## src/rtl/i2cs_pkg.sv

```systemverilog
// Shared types and constants for the I2C slave receiver.
// Assumes 8-bit bus bytes; the 10-bit address tag is fixed by the bus protocol.
package i2cs_pkg;
    localparam int BYTE_W = 8;
    localparam logic [4:0] TEN_TAG = 5'b11110;

    typedef enum logic [2:0] {
        ST_IDLE,   // waiting for START
        ST_ADR1,   // first byte after (repeated) START
        ST_ADR2,   // second byte of a 10-bit address
        ST_DATA,   // receiving data bytes
        ST_SKIP    // not addressed (or transmit): ignore until START/STOP
    } eng_st_t;
endpackage

```

## src/rtl/i2cs_line_sync.sv

```systemverilog
// Synchroniser for one open-drain bus line, with edge pulses.
// Assumes STAGES >= 2; the reset value is the idle (high) line level.
module i2cs_line_sync #(
    parameter int STAGES = 2
) (
    input  logic clk,
    input  logic rst_n,
    input  logic line_i,
    output logic line_s,
    output logic rise,
    output logic fall
);
    logic [STAGES-1:0] pipe;
    logic              last;

    // Shift the raw line through the flops and keep one delayed copy.
    always_ff @(posedge clk) begin
        if (!rst_n) begin
            pipe <= '1;
            last <= 1'b1;
        end else begin
            pipe <= {pipe[STAGES-2:0], line_i};
            last <= pipe[STAGES-1];
        end
    end

    assign line_s = pipe[STAGES-1];
    assign rise   = line_s & ~last;
    assign fall   = ~line_s & last;
endmodule

```

## src/rtl/i2cs_bit_shifter.sv

```systemverilog
// Bit counter and receive shift register.
// Samples SDA on SCL rising edges. byte_done pulses on the falling edge after
// the eighth bit, and ack_done on the falling edge of the ninth (acknowledge) clock.
// Assumes scl_rise/scl_fall are single-cycle pulses from synchronised lines.
module i2cs_bit_shifter #(
    parameter int BYTE_W = 8
) (
    input  logic              clk,
    input  logic              rst_n,
    input  logic              clr,
    input  logic              scl_rise,
    input  logic              scl_fall,
    input  logic              sda_s,
    output logic [BYTE_W-1:0] shreg,
    output logic              byte_done,
    output logic              ack_done
);
    localparam int CNT_W = $clog2(BYTE_W + 1);
    localparam logic [CNT_W-1:0] FULL = CNT_W'(BYTE_W);

    logic [CNT_W-1:0] cnt;
    logic             in_ack;
    logic             ack_hi;

    assign byte_done = scl_fall & (cnt == FULL) & ~in_ack;
    assign ack_done  = scl_fall & ack_hi;

    // Count and shift data bits, then track the acknowledge clock.
    always_ff @(posedge clk) begin
        if (!rst_n || clr) begin
            cnt    <= '0;
            in_ack <= 1'b0;
            ack_hi <= 1'b0;
            if (!rst_n) shreg <= '0;
        end else if (scl_rise && !in_ack && cnt != FULL) begin
            shreg <= {shreg[BYTE_W-2:0], sda_s};
            cnt   <= cnt + 1'b1;
        end else if (byte_done) begin
            in_ack <= 1'b1;
        end else if (scl_rise && in_ack) begin
            ack_hi <= 1'b1;
        end else if (ack_done) begin
            cnt    <= '0;
            in_ack <= 1'b0;
            ack_hi <= 1'b0;
        end
    end
endmodule

```

## src/rtl/i2cs_rx_gate.sv

```systemverilog
// Gate for a received byte. An owned byte is taken (copied and ACKed) only
// when buffer-full and overflow are both clear. It raises overflow when it
// arrives while buffer-full is set. Purely combinational.
module i2cs_rx_gate (
    input  logic hit,
    input  logic bf,
    input  logic ovf,
    output logic take,
    output logic set_ovf
);
    assign take    = hit & ~bf & ~ovf;
    assign set_ovf = hit & bf;
endmodule

```

## src/rtl/i2cs_rx_engine.sv

```systemverilog
// I2C slave receive engine with 7-bit or 10-bit addressing.
// Detects START/STOP from synchronised lines, matches addresses against a
// host-written register, and gates bytes into a one-entry buffer.
// In 10-bit mode it stretches SCL after each address byte until the host
// rewrites the address register. Assumes clk is well above SCL (4x minimum per half period).
module i2cs_rx_engine
    import i2cs_pkg::*;
#(
    parameter int         SYNC_STAGES = 2,
    parameter logic [7:0] RST_ADDR    = 8'h00
) (
    input  logic       clk,
    input  logic       rst_n,
    input  logic       scl_i,
    input  logic       sda_i,
    output logic       scl_oe,
    output logic       sda_oe,
    input  logic       mode_ten,
    input  logic       addr_we,
    input  logic [7:0] addr_wdata,
    input  logic       buf_rd,
    output logic [7:0] buf_q,
    input  logic       irq_clr,
    input  logic       ovf_clr,
    output logic       buf_full,
    output logic       ovf_flag,
    output logic       irq_flag,
    output logic       upd_addr
);
    logic scl_s, scl_rise, scl_fall;
    logic sda_s, sda_rise, sda_fall;
    logic start_c, stop_c;
    logic [BYTE_W-1:0] sh;
    logic byte_done, ack_done;
    logic hit, take, set_ovf, upd_n, full_n;
    logic hi_ok;

    eng_st_t    st, nxt;
    logic [7:0] addr_reg;
    logic       tenfull;
    logic       pend_irq, pend_upd;
    logic       stretch;
    logic       sda_drv;
    logic       byte_ev;

    i2cs_line_sync #(.STAGES(SYNC_STAGES)) u_scl (
        .clk(clk), .rst_n(rst_n), .line_i(scl_i),
        .line_s(scl_s), .rise(scl_rise), .fall(scl_fall));

    i2cs_line_sync #(.STAGES(SYNC_STAGES)) u_sda (
        .clk(clk), .rst_n(rst_n), .line_i(sda_i),
        .line_s(sda_s), .rise(sda_rise), .fall(sda_fall));

    assign start_c = scl_s & sda_fall;
    assign stop_c  = scl_s & sda_rise;

    i2cs_bit_shifter #(.BYTE_W(BYTE_W)) u_shift (
        .clk(clk), .rst_n(rst_n), .clr(start_c | stop_c),
        .scl_rise(scl_rise), .scl_fall(scl_fall), .sda_s(sda_s),
        .shreg(sh), .byte_done(byte_done), .ack_done(ack_done));

    i2cs_rx_gate u_gate (
        .hit(hit), .bf(buf_full), .ovf(ovf_flag),
        .take(take), .set_ovf(set_ovf));

    assign byte_ev = byte_done & (st != ST_IDLE) & ~start_c & ~stop_c;
    assign hi_ok   = (sh[7:3] == TEN_TAG) && (sh[7:1] == addr_reg[7:1]);

    // Decide address ownership, the next state and the 10-bit pass flags for the byte just shifted in.
    always_comb begin
        hit    = 1'b0;
        upd_n  = 1'b0;
        full_n = 1'b0;
        nxt    = st;
        case (st)
            ST_ADR1: begin
                if (!mode_ten) begin
                    hit = (sh[7:1] == addr_reg[7:1]);
                    nxt = (take && !sh[0]) ? ST_DATA : ST_SKIP;
                end else if (!sh[0]) begin
                    hit   = hi_ok;
                    upd_n = take;
                    nxt   = take ? ST_ADR2 : ST_SKIP;
                end else begin
                    hit = hi_ok & tenfull;
                    nxt = ST_SKIP;
                end
            end
            ST_ADR2: begin
                hit    = (sh == addr_reg);
                upd_n  = take;
                full_n = take;
                nxt    = take ? ST_DATA : ST_SKIP;
            end
            ST_DATA: begin
                hit = 1'b1;
            end
            default: ;
        endcase
    end

    // Engine state, ACK drive and pending flag updates.
    always_ff @(posedge clk) begin
        if (!rst_n) begin
            st       <= ST_IDLE;
            tenfull  <= 1'b0;
            sda_drv  <= 1'b0;
            pend_irq <= 1'b0;
            pend_upd <= 1'b0;
        end else if (stop_c) begin
            st       <= ST_IDLE;
            tenfull  <= 1'b0;
            sda_drv  <= 1'b0;
            pend_irq <= 1'b0;
            pend_upd <= 1'b0;
        end else if (start_c) begin
            st       <= ST_ADR1;
            sda_drv  <= 1'b0;
            pend_irq <= 1'b0;
            pend_upd <= 1'b0;
        end else if (byte_ev) begin
            st       <= nxt;
            sda_drv  <= take;
            pend_irq <= hit;
            pend_upd <= upd_n;
            if (full_n) tenfull <= 1'b1;
        end else if (ack_done) begin
            sda_drv  <= 1'b0;
            pend_irq <= 1'b0;
            pend_upd <= 1'b0;
        end
    end

    // Buffer copy and buffer-full / overflow flags.
    always_ff @(posedge clk) begin
        if (!rst_n) begin
            buf_q    <= '0;
            buf_full <= 1'b0;
            ovf_flag <= 1'b0;
        end else begin
            if (byte_ev && take) buf_q <= sh;
            buf_full <= (buf_full & ~buf_rd) | (byte_ev & take);
            ovf_flag <= (ovf_flag & ~ovf_clr) | (byte_ev & set_ovf);
        end
    end

    // Interrupt, update-address and SCL stretch, set on the ninth falling edge.
    always_ff @(posedge clk) begin
        if (!rst_n) begin
            irq_flag <= 1'b0;
            upd_addr <= 1'b0;
            stretch  <= 1'b0;
        end else begin
            irq_flag <= (irq_flag & ~irq_clr) | (ack_done & pend_irq & ~stop_c & ~start_c);
            if (addr_we) begin
                upd_addr <= 1'b0;
                stretch  <= 1'b0;
            end else if (ack_done && pend_upd && !stop_c && !start_c) begin
                upd_addr <= 1'b1;
                stretch  <= 1'b1;
            end else if (stop_c) begin
                stretch  <= 1'b0;
            end
        end
    end

    // Host write of the address register.
    always_ff @(posedge clk) begin
        if (!rst_n)       addr_reg <= RST_ADDR;
        else if (addr_we) addr_reg <= addr_wdata;
    end

    assign scl_oe = stretch;
    assign sda_oe = sda_drv;
endmodule

```

## config.mk

```make
export PLATFORM = sky130hd
export DESIGN_NAME = i2cs_rx_engine
export DESIGN_NICKNAME = d
export VERILOG_FILES = /design/src/rtl/i2cs_pkg.sv /design/src/rtl/i2cs_line_sync.sv /design/src/rtl/i2cs_bit_shifter.sv /design/src/rtl/i2cs_rx_gate.sv /design/src/rtl/i2cs_rx_engine.sv
export SDC_FILE = /design/constraint.sdc
export NUM_CORES = 1
export LEC_CHECK = 0
export ABC_AREA = 1
export CAP_MARGIN = 10
export CORE_ASPECT_RATIO = 0.6
export CORE_MARGIN = 4
export CORE_UTILIZATION = 53
export CTS_CLUSTER_SIZE = 24
export DETAILED_ROUTE_END_ITERATION = 10
export GPL_TIMING_DRIVEN = 0
export PLACE_DENSITY = 0.78
export SKIP_LAST_GASP = 1
export SYNTH_ARGS = -nofsm -noshare
export SYNTH_HDL_FRONTEND = slang
export SYNTH_SLANG_ARGS = --single-unit
```

## constraint.sdc

```tcl
create_clock -name clk -period 2.8 [get_ports clk]
set_clock_uncertainty 0.15 [all_clocks]
set_input_delay 0.56 -clock clk [delete_from_list [all_inputs] [get_ports clk]]
set_output_delay 0.56 -clock clk [all_outputs]
set_load 0.02 [all_outputs]
```

==> results.txt <==
outcome -> finished clean
WS Path Type -> in -> reg
Core ar. -> 0.00376 mm^2
# rows -> 17
max-cap viol count -> 0
initial antenna violation count -> 0
hold path depth -> 1
Non-Filler Instances -> 357
total grt overflow -> 0
Reg clk slew, reported paths -> 0.09 ns
Worst Path Arrival -> 2.21 ns
RSZ-0062 raised after global routing -> no
Slew @ Worst Pin -> 0.498 ns
relative max-transition margin -> 66.7%
Hold/Removal Path Class -> reg -> reg
synth warn -> 0
sequential cell area fraction in the yosys report -> 48.8%
Worst Path Required -> 2.60 ns
Setup crit end kind -> flop
Peak VDD IR -> 0.341 mV
Post-CTS Hold Fix Bufs -> 0
beginning of the worst register-to-register path -> u_shift.cnt[0]$_SDFFE_PP0P_
final core utilization -> 69.9%
H-tree lvl count -> 2
dpl cells -> 349
FF-to-FF setup slack -> 0.86 ns
DRC -> 0
Die W -> 89.9 um
top layer used by detailed routing -> met4
Total Die Area -> 0.00514 mm^2
global-route wire length before repair -> 7550 um
Port Buffers -> 30
setup TNS -> 0 ns
Hold Crit Start -> u_scl.pipe[0]$_SDFF_PN1_
Final min period -> 2.40 ns
clock sinks -> 48
cells after synthesis -> 272
Ports -> 31
Syn Nets -> 291
via count -> 1792
DR WL met2 -> 1710 um
hold path endpoint -> u_scl.pipe[1]$_SDFF_PN1_
endpoints failing setup -> 0
metal3 WL -> 340 um
area of the mapped netlist -> 0.00213 mm^2
GPL Wtd Cong -> 0.868
Yosys reg bits -> 48
Routed WL -> 4400 um
CTS tree -> yes
Die Height -> 57.2 um
pre-CTS setup slack -> -0.650 ns
Static Leak -> 1.09 nW
Setup crit start -> rst_n
DRT met1 WL -> 2310 um
Skew-Pair Late Insertion Delay -> 0.30 ns
Avg WL per Cell -> 12.3 um
Setup WS post-layout -> 0.397 ns
number of global-route vias before repair -> 1643
Max Clk Rate -> 0.416 GHz
area added between synthesis and finish -> 23.2%
Max Transition Viols Final -> 0
prevailing post-synth register cell -> dfxtp_1
pwr dens -> 536 mW/mm^2
Final Hold Vio Count -> 0
GRT Total Usage -> 18.1%
initial cell density of the core -> 56.7%
ANT nets after route -> 0
clock root buffer master -> clkbuf_8
FFs w/ async S/R, synth -> 0%
CP Max Fanout -> 8
worst reg-to-reg path cell count -> 11
DRT iter0 DRCs -> 163
worst reg2reg path endpoint -> st[1]$_SDFFE_PP0P_
CP Launch Type -> input port
period utilization -> 85.8%
first-pass iteration count of the detailed router -> 4
Num CTS Buffers -> 5
syn avg cell area -> 7.85 um^2
final net count -> 328
Ant. Diodes -> 0
DPL Wire Length -> 3400 um
Synth cell types -> 29
clock tree buffer depth -> 2
share of cells above drive strength 1 -> 10.3%
Via density -> 5.02
number of flops mapped to enable cells by yosys -> 8
pin count of the biggest net entering global routing -> 16
timing repair:
item | CTS | global route
setup endpoints to repair | 8 | 8
gates resized for setup | 2 | 1
hold endpoints to repair | 0 | 0
pin swaps | 0 | 0
setup buffers | 0 | 0
where the power goes:
| group | total (W) | internal (W) | switching, W |
|---|---|---|---|
| Clock | 0.000553 | 0.000321 | 0.000232 |
| Combinational | 0.000115 | 0.0000498 | 0.0000656 |
| Sequential | 0.000741 | 0.000723 | 0.0000180 |
placed cells by master, fill, tap and decap left out, types with 4 or more instances in the layout:
master and n:
nand2_1 51, inv_1 48, dfxtp_1 40, clkdlybuf4s50_1 30, a21oi_1 28, nor2_1 24, o21ai_0 16, nand3_1 13
edfxtp_1 8, clkbuf_8 5, clkbuf_1 4, nand4_1 4, or2_2 4
worst max path at each step:
stage / endpoint / slack, ns / cells past startpoint
floorplan: u_shift.shreg[0]$_SDFFCE_PP0P_ / 0.49 / 4
global placement: u_shift.shreg[5]$_SDFFCE_PP0P_ / -0.67 / 5
detailed placement: u_shift.shreg[0]$_SDFFCE_PP0P_ / -0.65 / 5
CTS: u_shift.shreg[0]$_SDFFCE_PP0P_ / 0.17 / 5
global route: u_shift.shreg[0]$_SDFFCE_PP0P_ / 0.23 / 5
finish: u_shift.shreg[0]$_SDFFCE_PP0P_ / 0.40 / 5
routing by layer:
metal	up-vias	track usage, %
li1	937	-
met1	804	27.4
met2	46	26.0
met3	5	4.74
met4	0	3.92
met5	-	0
metrics by stage:
step	cell area, um^2	hold slack, ns	total power, W
2_1_floorplan	2130	0.243	0.000824
3_3_place_gp	2490	0.244	0.000866
3_5_place_dp	2490	0.248	0.000871
4_1_cts	2630	0.269	0.00141
5_1_grt	2630	0.276	0.00146
6_report	2630	0.269	0.00141
area by class of cell:
type	instances	area, um^2
inverter	51	191
timing repair buffer	30	300
sequential	48	1040
multi-input combinational	168	883
buffer	5	27.5
fill	320	1130
tap	47	58.8
clock inverter	1	30.0
clock buffer	7	97.6
worst max-delay path, cell delays in order:
cell	delay, ns
clkdlybuf4s50_1	0.51
inv_1	0.16
nor3_2	0.40
inv_1	0.16
o21ai_2	0.41
synthesized netlist by cell type, drive strengths merged (2+ instances only):
master / number / share of area [%]
a21oi: 29 / 7.3
buf: 2 / 0.76
nor3: 6 / 1.9
clkbuf: 3 / 0.53
nand2: 54 / 9.8
inv: 51 / 9.0
dfxtp: 40 / 38
xnor2: 3 / 1.2
nand3: 16 / 5.2
or2: 4 / 1.2
edfxtp: 8 / 11
ha: 2 / 1.2
o21ai: 17 / 4.0
nand4: 4 / 1.2
nor2: 28 / 5.6
kinds of logic after synthesis:
family / share of synthesized area (%)
simple gates: 25.8
buf+inv: 10.3
compound gates: 12.4
flops: 48.8
xor+xnor: 1.64
fa+ha+maj: 1.17
No activity file was read; power rests on OpenSTA's default activity.
